## config.mk

```make
export PLATFORM = sky130hd
export DESIGN_NAME = gpio_pulse_ctrl
export DESIGN_NICKNAME = d
export VERILOG_FILES = /design/src/rtl/gpio_pulse_pkg.sv /design/src/rtl/gpio_tick_gen.sv /design/src/rtl/gpio_pulse_chan.sv /design/src/rtl/gpio_pulse_ctrl.sv
export SDC_FILE = /design/constraint.sdc
export NUM_CORES = 1
export LEC_CHECK = 0
export BUFFER_PORTS_ARGS = -buffer_cell sky130_fd_sc_hd__buf_4
export CELL_PAD_IN_SITES_DETAIL_PLACEMENT = 1
export CELL_PAD_IN_SITES_GLOBAL_PLACEMENT = 2
export CORE_ASPECT_RATIO = 1.5
export CORE_UTILIZATION = 30
export CTS_BUF_LIST = sky130_fd_sc_hd__clkbuf_16
export DETAILED_ROUTE_END_ITERATION = 8
export GPL_TIMING_DRIVEN = 1
export PLACE_DENSITY_LB_ADDON = 0.1
export SLEW_MARGIN = 20
export SYNTH_ARGS = -nofsm -noshare
export SYNTH_HDL_FRONTEND = slang
export SYNTH_HIERARCHICAL = 1
export SYNTH_SLANG_ARGS = --single-unit
export TNS_END_PERCENT = 5
```

## constraint.sdc

```tcl
create_clock -name clk -period 6.3 [get_ports clk]
set_clock_uncertainty 0.1 [all_clocks]
set_input_delay 1.575 -clock clk [delete_from_list [all_inputs] [get_ports clk]]
set_output_delay 1.575 -clock clk [all_outputs]
set_load 0.01 [all_outputs]
```

## src/rtl/gpio_pulse_pkg.sv

```systemverilog
package gpio_pulse_pkg;

    typedef enum logic {
        CH_IDLE  = 1'b0,
        CH_PULSE = 1'b1
    } ch_state_e;

    localparam logic [7:0] IDX_DATA  = 8'h11;
    localparam logic [7:0] IDX_PIN   = 8'h12;
    localparam logic [7:0] IDX_MODE  = 8'h13;
    localparam logic [7:0] IDX_WIDTH = 8'h14;

    localparam int WCODE_W = 2;

endpackage

```

## src/rtl/gpio_tick_gen.sv

```systemverilog
module gpio_tick_gen #(
    parameter int DIV = 1250
) (
    input  logic clk,
    input  logic rst_n,
    output logic tick
);
    generate
        if (DIV <= 1) begin : g_pass
            assign tick = 1'b1;
        end else begin : g_div
            localparam int CW = $clog2(DIV);
            logic [CW-1:0] cnt_q;
            always_ff @(posedge clk or negedge rst_n) begin
                if (!rst_n) begin
                    cnt_q <= '0;
                end else if (cnt_q == CW'(DIV - 1)) begin
                    cnt_q <= '0;
                end else begin
                    cnt_q <= cnt_q + 1'b1;
                end
            end
            assign tick = (cnt_q == CW'(DIV - 1));
        end
    endgenerate
endmodule

```

## src/rtl/gpio_pulse_chan.sv

```systemverilog
module gpio_pulse_chan
    import gpio_pulse_pkg::*;
#(
    parameter int CNT_W = 14
) (
    input  logic             clk,
    input  logic             rst_n,
    input  logic             tick,
    input  logic             pulse_mode,
    input  logic             start,
    input  logic [CNT_W-1:0] limit,
    output logic             active,
    output logic             done
);
    ch_state_e        state_q, state_d;
    logic [CNT_W-1:0] cnt_q, cnt_d;
    logic [CNT_W-1:0] lim_q, lim_d;

    // state register
    always_ff @(posedge clk or negedge rst_n) begin
        if (!rst_n) begin
            state_q <= CH_IDLE;
            cnt_q   <= '0;
            lim_q   <= '0;
        end else begin
            state_q <= state_d;
            cnt_q   <= cnt_d;
            lim_q   <= lim_d;
        end
    end

    // next state and outputs
    always_comb begin
        state_d = state_q;
        cnt_d   = cnt_q;
        lim_d   = lim_q;
        done    = 1'b0;
        active  = 1'b0;
        unique case (state_q)
            CH_IDLE: begin
                if (pulse_mode && start) begin
                    // launch: width latched here
                    state_d = CH_PULSE;
                    cnt_d   = '0;
                    lim_d   = limit;
                end
            end
            CH_PULSE: begin
                active = 1'b1;
                if (!pulse_mode) begin
                    // abort
                    state_d = CH_IDLE;
                    cnt_d   = '0;
                end else if (start) begin
                    // relaunch
                    cnt_d = '0;
                    lim_d = limit;
                end else if (tick) begin
                    if (cnt_q + 1'b1 >= lim_q) begin
                        // expire
                        state_d = CH_IDLE;
                        cnt_d   = '0;
                        done    = 1'b1;
                    end else begin
                        cnt_d = cnt_q + 1'b1;
                    end
                end
            end
            default: state_d = CH_IDLE;
        endcase
    end
endmodule

```

## src/rtl/gpio_pulse_ctrl.sv

```systemverilog
module gpio_pulse_ctrl
    import gpio_pulse_pkg::*;
#(
    parameter int NBITS      = 8,
    parameter int CLK_HZ     = 125_000_000,
    parameter int TICK_HZ    = 100_000,
    parameter int W0_TICKS   = 50,
    parameter int W1_TICKS   = 100,
    parameter int W2_TICKS   = 2000,
    parameter int W3_TICKS   = 10000
) (
    input  logic             clk,
    input  logic             rst_n,
    input  logic [7:0]       reg_idx,
    input  logic             reg_wr,
    input  logic [7:0]       reg_wdata,
    output logic [7:0]       reg_rdata,
    output logic [NBITS-1:0] pin_out
);
    localparam int DIV   = (CLK_HZ / TICK_HZ < 1) ? 1 : CLK_HZ / TICK_HZ;
    localparam int MAXT  = W3_TICKS;
    localparam int CNT_W = $clog2(MAXT + 1);

    logic [NBITS-1:0]   data_q;
    logic [NBITS-1:0]   mode_q;
    logic [WCODE_W-1:0] wcode_q;
    logic [NBITS-1:0]   ch_active;
    logic [NBITS-1:0]   ch_done;
    logic [NBITS-1:0]   ch_start;
    logic [CNT_W-1:0]   sel_limit;
    logic               tick;
    logic               wr_data, wr_mode, wr_width;

    assign wr_data  = reg_wr && (reg_idx == IDX_DATA);
    assign wr_mode  = reg_wr && (reg_idx == IDX_MODE);
    assign wr_width = reg_wr && (reg_idx == IDX_WIDTH);

    gpio_tick_gen #(.DIV(DIV)) u_tick (
        .clk  (clk),
        .rst_n(rst_n),
        .tick (tick)
    );

    always_comb begin
        unique case (wcode_q)
            2'd0: sel_limit = CNT_W'(W0_TICKS);
            2'd1: sel_limit = CNT_W'(W1_TICKS);
            2'd2: sel_limit = CNT_W'(W2_TICKS);
            default: sel_limit = CNT_W'(W3_TICKS);
        endcase
    end

    assign ch_start = {NBITS{wr_data}} & mode_q & reg_wdata[NBITS-1:0];

    genvar gi;
    generate
        for (gi = 0; gi < NBITS; gi++) begin : g_ch
            gpio_pulse_chan #(.CNT_W(CNT_W)) u_ch (
                .clk       (clk),
                .rst_n     (rst_n),
                .tick      (tick),
                .pulse_mode(mode_q[gi]),
                .start     (ch_start[gi]),
                .limit     (sel_limit),
                .active    (ch_active[gi]),
                .done      (ch_done[gi])
            );
            assign pin_out[gi] = mode_q[gi] ? ch_active[gi] : data_q[gi];
        end
    endgenerate

    always_ff @(posedge clk or negedge rst_n) begin
        if (!rst_n) begin
            data_q  <= '0;
            mode_q  <= '0;
            wcode_q <= '0;
        end else begin
            for (int b = 0; b < NBITS; b++) begin
                if (ch_start[b]) begin
                    data_q[b] <= 1'b1;
                end else if (ch_done[b]) begin
                    data_q[b] <= 1'b0;
                end else if (wr_data && !mode_q[b]) begin
                    data_q[b] <= reg_wdata[b];
                end
            end
            if (wr_mode) begin
                mode_q <= reg_wdata[NBITS-1:0];
            end
            if (wr_width) begin
                wcode_q <= reg_wdata[WCODE_W-1:0];
            end
        end
    end

    always_comb begin
        reg_rdata = '0;
        unique case (reg_idx)
            IDX_DATA:  reg_rdata[NBITS-1:0]   = data_q;
            IDX_PIN:   reg_rdata[NBITS-1:0]   = pin_out;
            IDX_MODE:  reg_rdata[NBITS-1:0]   = mode_q;
            IDX_WIDTH: reg_rdata[WCODE_W-1:0] = wcode_q;
            default:   reg_rdata = '0;
        endcase
    end
endmodule

```

Yosys cells after proc, flatten, opt, wreduce, memory -nomap -nowiden
Cells that the tools add are included.

word-level totals
  word-level logic and storage cells = 365
  input port bits = 19
  register bits = 261

operators by class
  $add $sub $neg = 9
  equality and inequality tests = 39
  reductions and logical operators = 52
  bitwise operators = 10
  order comparisons = 8
  multiplexer cells = 212

operators with widths
  kind                                                 number
  two-way mux 14 bit                                   64
  one-hot mux 14 bit (2 select lines)                  16
  two-way mux 1 bit                                    120
  adder 14 x 1 -> 14 bit, second input constant        8
  greater-or-equal comparator 14 bit                   8
  one-hot mux 14 bit (3 select lines)                  1
  equality test 8 x 5 -> 1 bit, second input constant  4
  != test 2 bit, second input constant                 16
  != test 4 bit, second input constant                 7
  AND reduction 3 bit                                  8
  nonzero test 3 bit                                   8
  logical AND 1 bit                                    19
  one-hot mux 6 bit (3 select lines)                   1
  AND 8 bit                                            2
  != test 2 x 1 -> 1 bit, second input constant        8
  one-hot mux 1 bit (2 select lines)                   8
  AND reduction 2 bit                                  8
  adder 11 x 1 -> 11 bit, second input constant        1
  equality test 11 bit, second input constant          1
  two-way mux 11 bit                                   1
  zero test 1 bit                                      8
  NOT 1 bit                                            8
  one-hot mux 2 bit (4 select lines)                   1
  != test 4 x 3 -> 1 bit, second input constant        1
  other kinds (3)                                      3

Depth between registers and ports, before layout
Gate-level depths: netlist (run 1).

  depth after elaboration = 9
  gate-level depth with buffers = 15
  mapped depth without buffers = 14

Modules after synthesis
The synthesis (run 1) kept the hierarchy.

by module, submodules not included
  module                              seq. area each (um^2)  area each (um^2)  cells each  instances
  gpio_pulse_chan (g_ch[0].u_ch ...)  725.7                  1814.2            177         7
  gpio_pulse_chan (g_ch[3].u_ch)      725.7                  1808.0            177         1
  gpio_pulse_ctrl                     450.4                  1560.2            171         1
  gpio_tick_gen                       275.3                  519.2             48          1

Least setup slack after synthesis (run 1)
No wires, ideal clock.

  kind = input -> output
  start point = in reg_idx[5]
  end point = out reg_rdata[2]
  required time = 4625 ps
  cell stages on the path = 5
  buffers on the path = 2
  arrival = 2500 ps
  slack = 2125 ps
  cells stage by stage = nor4b_2 -> buf_6 -> buf_8 -> nand2_1 -> nor2_1

on the way
  longest elaborated chain between the ends = 2
  elaborated cells on any way between the ends = 4
  those cells by class = eq/ne: 3; mux: 1

RTL lines
  item                                    line                   source
  from (decl)                             gpio_pulse_ctrl.sv:14  input logic [7:0] reg_idx,
  equality test 8 x 5 -> 1 bit            gpio_pulse_ctrl.sv:98  unique case (reg_idx)
  one-hot mux 6 bit (3 select lines) (*)  gpio_pulse_ctrl.sv:98
  to (decl)                               gpio_pulse_ctrl.sv:17  output logic [7:0] reg_rdata,

Every way passes the cells marked *; elsewhere a longest branch is shown, timed or not.

Worst setup path in the final report (run 1)
  start point = in reg_idx[1]
  end point = out reg_rdata[5]

Same word-level chain as after synthesis.

==> results.md, run 1 <==
- The critical path class is in -> out.
- The congestion estimate from routability-driven global placement came to about 0.75.
- Synthesis produced approximately 1600 cells.
- Of all flip-flops after synthesis, the portion carrying an async set or reset was 100%.
- The die is around 290 µm tall.
- The headroom to the max-slew limit is between 30% and 40%.
- The total negative slack is 0 ps.
- The clock net sink count is 261.
- The final number of hold-violating endpoints came to 0.
- The internal power of the cells totals roughly 2.8 mW.
- The total I/O pin count is 35.
- The capture instance of the worst register-to-register path is data_q[7]$_DFFE_PN0P_.
- The kind of capture point of the worst setup path is a primary output.
- Once the floorplan was initialized, standard cells occupied a little under a third of the core.
- The beginning of the worst hold path is u_tick/g_div.cnt_q[0]$_DFF_PN0_.
- The slew at the pin with the worst max-slew slack is approximately 1000 ps.
- For flop-to-flop paths, the worst setup slack is ~2500 ps.
- The clock edge transition at the registers on the reported setup and hold paths is ~60 ps.
- TritonCTS built the clock tree.
- The first detailed-routing pass took 4 iterations.
- Counting the fill cells in the layout gives approximately 6200.
- Setup repair after global routing left no endpoint under its margin.
- The proportion of synthesized chip area in sequential cells is around two fifths.
- The count of nets left with antenna violations once routing finished came out at 0.
- Port buffering added 34 buffers.
- The via count normalized by instance count is between 5 and 6.
- The data required time of the worst path is 4620 ps.
- The destination of the worst hold path is u_tick/g_div.cnt_q[0]$_DFF_PN0_.
- The final layout contains routed wiring with a total length of about 47 mm.
- The layout cell share with drive strength beyond 1 is between 10% and 20%.
- The run finished with clean final reports.
- The area enclosed by the die boundary is roughly 56000 µm².
- The synthesis-stage register bit count is 261.
- The static leakage power is 8.43 nW.
- The worst setup path is launched from an input port.
- The part of the power in combinational logic is roughly 4.4%.
- The pin count of the biggest net entering global routing is about 120.
- The clock reaches the later pin of the worst-skew pair after approximately 530 ps.
- Dividing the synthesized area by the synthesized cell count gives ~10 µm².
- The areal power density over the cells is 200 nW/µm².
- For this run, the total global-route usage over all layers was measured as 17.6%.
- The floorplan has 105 rows.
- The worst-case IR drop observed on VDD is 0.000133 V.
- Net switching is between 20% and 30% of the power.
- The core outline area is between 50000 and 60000 µm².
- Compared with the post-synthesis result, the final layout area differs by 12.7%.
- The path class of the lowest-slack min-delay path is reg -> reg.
- Once placement completed, the tool counted placed cells totaling about 2400.
- The routed layout has about 13000 vias.
- The wire-length estimate of the detail-placed layout is ~34 mm.
- The flip-flop cell with the highest count after synthesis is sky130_fd_sc_hd__dfrtp_1.
- The initial antenna violation count is 4.
- The via count of the first global-routing pass came to 13800.
- The first-pass GRT wire length is slightly below 80 mm.
- The share of total power dissipated in the clock network is around half.
- The netlist area before placement is between 15000 and 20000 µm².
- For this run, design rule violations remaining after detail routing come to 0.
- The floorplan die width is ~190 µm.
- The path depth of the worst reg2reg path is 13.
- The share of total power dissipated in sequential elements is a little under half.
- The maximum achievable frequency is between 0.2 and 0.25 GHz.
- Across the whole layout, storage elements account for around 6500 µm².
- The count of pins over their slew limit came to 0.
- The final-report setup violation count is 0.
- Buffers inserted to repair hold after CTS numbered 0.
- Yosys printed 6 warnings.
- Summing all multi-input logic gate instances after layout gives approximately 9300 µm².
- The worst path in the final design needs a cycle of about 4700 ps, including I/O delays and setup.
- The tool flagged a number of max-cap violations equal to 0.
- The CTS H-tree depth is 2.
- The total of cells resized after clock tree synthesis is 0.
- Summed over all layers, the global routing overflow is 0.
- The number of different library cells used by synthesis comes to 69.
- The TritonCTS buffer count is 34.
- The net switching component of the power is 0.902 mW.
- In this run the critical register-to-register path is launched from g_ch[7].u_ch/cnt_q[2]$_DFFE_PN0P_.
- The net count of the finished layout is between 1500 and 2000.
- Measured on the finished design, the core utilization comes to approximately 34%.
- The clock root buffer master is sky130_fd_sc_hd__clkbuf_16.
- Yosys mapped a number of flops with a built-in enable equal to 0.
- In the final routed layout, each cell accounts on average for 19.6 µm.
- The cell depth of the worst min-delay path is 1.
- The maximum net fanout on the critical path is 12.
- The final cell count without fillers is about 2400.
- The maximum buffer depth of the clock tree is 3.
- The final worst-path cycle share is 75.3%.
- The number of DRC violations after detailed-routing iteration 0 is between 400 and 500.
- The buffers inserted during post-CTS setup optimization is 0.
- At the worst endpoint, the arrival time is about 3000 ps.
[cell usage in the layout, fill, tap and decap left out, types with 9 or more instances in the layout]
cell type and count:
sky130_fd_sc_hd__conb_1 32, sky130_fd_sc_hd__nand2b_1 27, sky130_fd_sc_hd__nor2_1 87, sky130_fd_sc_hd__o2111ai_1 9, sky130_fd_sc_hd__and3_1 17, sky130_fd_sc_hd__mux2_1 19, sky130_fd_sc_hd__clkbuf_16 37, sky130_fd_sc_hd__a21oi_1 43
sky130_fd_sc_hd__mux2_2 115, sky130_fd_sc_hd__buf_4 54, sky130_fd_sc_hd__nor2b_1 15, sky130_fd_sc_hd__o211ai_1 78, sky130_fd_sc_hd__nand3_2 9, sky130_fd_sc_hd__nand2_1 169, sky130_fd_sc_hd__xnor2_1 43, sky130_fd_sc_hd__nor3_1 17
sky130_fd_sc_hd__dfrtp_1 261, sky130_fd_sc_hd__nand4_1 36, sky130_fd_sc_hd__inv_1 149, sky130_fd_sc_hd__ha_1 128, sky130_fd_sc_hd__a32o_1 64, sky130_fd_sc_hd__nand3_1 21, sky130_fd_sc_hd__o21a_1 10, sky130_fd_sc_hd__xor2_1 48
sky130_fd_sc_hd__o21ai_0 29, sky130_fd_sc_hd__o21ai_1 18
[per-layer routing]
layer  vias to the layer above  global-route usage, %  share of wire (%)
li1                       5980                      -                  -
met1                      6319                   21.5                 42
met2                       142                   32.0                 52
met3                        62                   2.02                4.0
met4                         0                   5.13                2.4
met5                         -                      0                  0
[through the flow]
step                      cell area [µm²]  total power, mW  hold WS, ps  setup WS (ps)
after floorplan                     16700             1.79          356           2130
after global placement              17600             1.90          386           1520
after detailed placement            17600             1.90          388           1530
after CTS                           18700             3.82          396           1520
after global routing                18700             3.90          418           1430
final                               18700             3.73          392           1560
[registers in the layout (all words and copies together) (netlist names)]
signal / count
data_q: 8
u_tick/g_div.cnt_q: 11
mode_q: 8
g_ch.u_ch/cnt_q: 112
wcode_q: 2
g_ch.u_ch/state_q: 8
g_ch.u_ch/lim_q: 112
[synth_stat cells (all sizes together) (9+ instances only)]
cell     count  share of area (%)
o21ai       47                1.4
ha         128                9.7
o2111ai      9               0.48
o21a        10               0.45
dfrtp      261                 39
mux2       134                9.1
or2         10               0.38
clkbuf      23               0.52
nand2      169                3.8
nand2b      27                1.0
and3        26                1.1
nor2b       15               0.57
nor2        96                2.5
o211ai      78                3.5
and2        11               0.48
nor3        19               0.67
buf         34                1.8
nand3       37                1.9
xor2        56                3.3
nand4       37                1.4
a32o        64                3.9
inv        140                3.2
a21oi       44                1.4
a21boi      16               0.91
xnor2       43                2.3
[worst max path at each step]
stage,start,end,slack [ps]
CTS,reg_idx[3],reg_rdata[1],1520
global placement,reg_idx[3],reg_rdata[1],1520
detailed placement,reg_idx[3],reg_rdata[1],1530
finish,reg_idx[1],reg_rdata[5],1560
global route,reg_idx[3],reg_rdata[1],1430
floorplan,reg_idx[5],reg_rdata[2],2130
[critical path, stage by stage]
cell and delay (ps):
sky130_fd_sc_hd__buf_4 210, sky130_fd_sc_hd__nor2b_1 760, sky130_fd_sc_hd__a22oi_1 210, sky130_fd_sc_hd__nor2_1 150, sky130_fd_sc_hd__buf_4 140
[power groups by stage]
stage                     sequential [mW]  clock (mW)  combinational, mW
after CTS                            1.70        1.95              0.172
after detailed placement             1.73           0              0.171
final                                1.70        1.87              0.166
after floorplan                      1.73           0             0.0672
after global placement               1.73           0              0.170
after global routing                 1.70        2.01              0.186
[kinds of logic after synthesis]
logic type / Yosys count / share of synthesized area [%]
simple gates: 481 / 15.8
compound gates: 334 / 15.0
flops: 261 / 39.4
buf+inv: 197 / 5.48
mux: 134 / 9.10
fa+ha+maj: 128 / 9.66
xor+xnor: 99 / 5.59
other cells: 1 / 0.0226
[cell type report]
cell class / instances / area share (%)
Multi-Input combinational cell: 1208 / 49.6
Sequential cell: 261 / 34.9
Timing Repair Buffer: 56 / 2.36
Inverter: 140 / 2.81
Antenna cell: 1 / 0.0134
Clock buffer: 37 / 4.95
Clock inverter: 23 / 0.636
Tap cell: 695 / 4.65
No activity file was read; power rests on OpenSTA's default activity.
==> run 2: changes to the inputs <==
clock period = 4.7 ns   (was 6.3 ns; I/O delays follow)
==> results.md, run 2 (same netlist as run 1, synthesis figures left out) <==
- The run finished with clean final reports.
- The via count of the first global-routing pass came to about 14000.
- The starting utilization of the core area is a little under a third.
- The final-report setup violation count is 0.
- In this run the worst hold path is classified as reg -> reg.
- Global routing consumed, over all layers together, 17.5% of the routing resources.
- During placement, the flow inserted port buffers numbering 34.
- The standard cell with the maximum stage delay on the critical path is sky130_fd_sc_hd__nor4b_4.
- The startpoint identified for the worst register-to-register timing path is g_ch[7].u_ch/cnt_q[2]$_DFFE_PN0P_.
- Setup repair after global routing left no endpoint under its margin.
- The max-capacitance violation count is 0.
- The final layout contains routed wiring with a total length of around 48 mm.
- The count of pins over their slew limit came to 0.
- The kind of launch point of the worst setup path is an input port.
- The signal on the critical path passes through buf_4, nor4b_4, nand2_1, nor2_1, buf_4.
- The biggest cell delay along the critical path is between 700 and 800 ps.
- The maximum buffer depth of the clock tree is 3.
- The capture instance of the worst register-to-register path is data_q[7]$_DFFE_PN0P_.
- The critical path class is in -> out.
- The initial antenna violation count is 1.
- In the final layout, the registers with the most flip-flops are g_ch.u_ch/cnt_q x112, g_ch.u_ch/lim_q x112, u_tick/g_div.cnt_q x11.
- In this run, CTS created clock tree buffers numbering 35.
- The total negative slack is 0 ps.
- Across all layers, the routed design uses approximately 13000 vias.
- VDD sags by at most 0.000221 V.
- The maximum achievable frequency is approximately 0.24 GHz.
- The worst setup path endpoint is reg_rdata[2].
- After legalization and detailed placement, the total HPWL measured around 34 mm.
- The clock edge transition at the registers on the reported setup and hold paths is 60 ps.
- The worst setup path is captured at a primary output.
- The worst pin sits at a relative slew slack of 36.9%.
- For this run, the detailed router's first-pass iteration total came to 4.
- The register-to-register path setup slack is between 800 and 900 ps.
- The antenna violation net count after detailed routing is 0.
- At the later pin of the worst-skew pair, clock insertion delay measures roughly 540 ps.
- Of all nets on the critical path, the largest fanout is 8.
- The final worst-path cycle share is roughly 90%.
- The critical path launch point is reg_idx[5].
- In the routed layout, each cell is associated on average with a via count of just over 5.
- The clock period could shrink to roughly 4200 ps.
- Dividing the detail-routed wire length by the instance count gives 19.5 µm.
- From synthesis to final layout, the design area changed by 13.3%.
- The final layout net count is 1867.
- The total overflow left after global routing is 0.
- The total power draw is between 4 and 5 mW.
- The pin count of the biggest net entering global routing is ~90.
- The top cell types in the final layout, fill and taps aside, are sky130_fd_sc_hd__dfrtp_1 (261), sky130_fd_sc_hd__nand2_1 (169), sky130_fd_sc_hd__inv_1 (154).
- The total I/O pin count is 35.
- Hold timing on the final database bottoms out at a slack of 396 ps.
- 0 antenna diodes ended up in the layout.
- The region available for standard cell placement spans 54700 µm².
- Along the worst hold path, the cell count comes to 1.
- The worst register-to-register path has a depth of 14.
- The analysis attributes to cell leakage a power of around 8.5 nW.
- At the worst endpoint, the arrival time is about 3000 ps.
- For the worst setup path, the data required time is between 3000 and 4000 ps.
- The routability-driven placement congestion ratio is between 0.7 and 0.8.
- The areal power density over the cells is 264 nW/µm².
- In this run the core area contains ~110 standard-cell rows.
- By instance count, the cell type seen most on the critical path is sky130_fd_sc_hd__buf_4.
- The clock drives roughly 260 sinks.
- Measured along the x axis, the die boundary spans about 190 µm.
- The number of DRC violations after detailed-routing iteration 0 is 410.
- The clock root buffer master is sky130_fd_sc_hd__clkbuf_16.
- The total of cells resized after clock tree synthesis is 0.
- The most common library cell in the layout ignoring fill and taps is sky130_fd_sc_hd__dfrtp_1.
- The final number of hold-violating endpoints is 0.
- The first global-routing pass estimated ~80 mm of wire.
- TritonCTS built the clock tree.
- The slew at the pin with the worst max-slew slack is 946 ps.
- The layout cell share with drive strength beyond 1 is 17.6%.
- The total DRC errors in the routed layout is 0.
- For this design, the CTS-stage hold fixing added 0 buffers.
- The buffers inserted during post-CTS setup optimization is 0.
- The die covers 56300 µm².
- From bottom edge to top edge, the die measures approximately 290 µm.
- The H-tree was split into 2 levels.
## run 2: cell count changes in the layout (fill, tap and decap cells not counted)
cell / before / now
sky130_fd_sc_hd__buf_12: 1 / 3
sky130_fd_sc_hd__buf_4: 54 / 70
sky130_fd_sc_hd__clkbuf_16: 37 / 35
sky130_fd_sc_hd__nor2_2: 1 / 0
sky130_fd_sc_hd__clkinv_1: 8 / 1
sky130_fd_sc_hd__clkinv_2: 5 / 1
sky130_fd_sc_hd__inv_1: 149 / 154
sky130_fd_sc_hd__nor2_1: 87 / 88
sky130_fd_sc_hd__inv_6: 0 / 3
sky130_fd_sc_hd__diode_2: 1 / 0
## run 2: layout make-up
cell class	instances	area, µm²
Fill cell	6160	35900
Multi-Input combinational cell	1208	9270
Sequential cell	261	6530
Clock buffer	35	876
Tap cell	695	870
Timing Repair Buffer	74	601
Inverter	140	526
Clock inverter	20	118
## run 2: power by group
part / switching (mW) / leakage [nW] / internal (mW)
sequential: 0.0175 / 3.63 / 2.26
combinational: 0.157 / 4.35 / 0.0739
clock: 1.05 / 0.539 / 1.39
total: 1.22 / 8.52 / 3.73
## run 2: worst min path at each step
| stage | startpoint | end |
|---|---|---|
| 3_3_place_gp | u_tick/g_div.cnt_q[0]$_DFF_PN0_ | u_tick/g_div.cnt_q[0]$_DFF_PN0_ |
| 5_1_grt | g_ch[7].u_ch/lim_q[8]$_DFFE_PN0P_ | g_ch[7].u_ch/lim_q[8]$_DFFE_PN0P_ |
| 4_1_cts | u_tick/g_div.cnt_q[0]$_DFF_PN0_ | u_tick/g_div.cnt_q[0]$_DFF_PN0_ |
| 6_report | u_tick/g_div.cnt_q[0]$_DFF_PN0_ | u_tick/g_div.cnt_q[0]$_DFF_PN0_ |
| 2_1_floorplan | u_tick/g_div.cnt_q[9]$_DFF_PN0_ | u_tick/g_div.cnt_q[9]$_DFF_PN0_ |
| 3_5_place_dp | u_tick/g_div.cnt_q[0]$_DFF_PN0_ | u_tick/g_div.cnt_q[0]$_DFF_PN0_ |
## run 2: metrics by stage
step	cell area [µm²]	cells	utilization (%)	setup slack, ps
after CTS	18800	2433	34.4	528
after detailed placement	17800	2378	32.6	531
after global placement	17800	2378	32.6	592
after floorplan	16700	1666	-	1330
after global routing	18800	2433	34.4	411
final	18800	2433	34.4	457
## run 2: routing by layer
layer  track usage (%)  wire (µm)  vias to the layer above
met2              32.3      24800                      143
met1              21.0      20300                     6405
met3              2.10       1240                       54
li1                  -          -                     6001
met4              4.88       1120                        0
met5                 0          0                        -
## run 2: critical path, delay by kind of cell
kind	cells	cell delay [ps]
AND/OR/NAND/NOR	3	1500
buffers and inverters	2	270
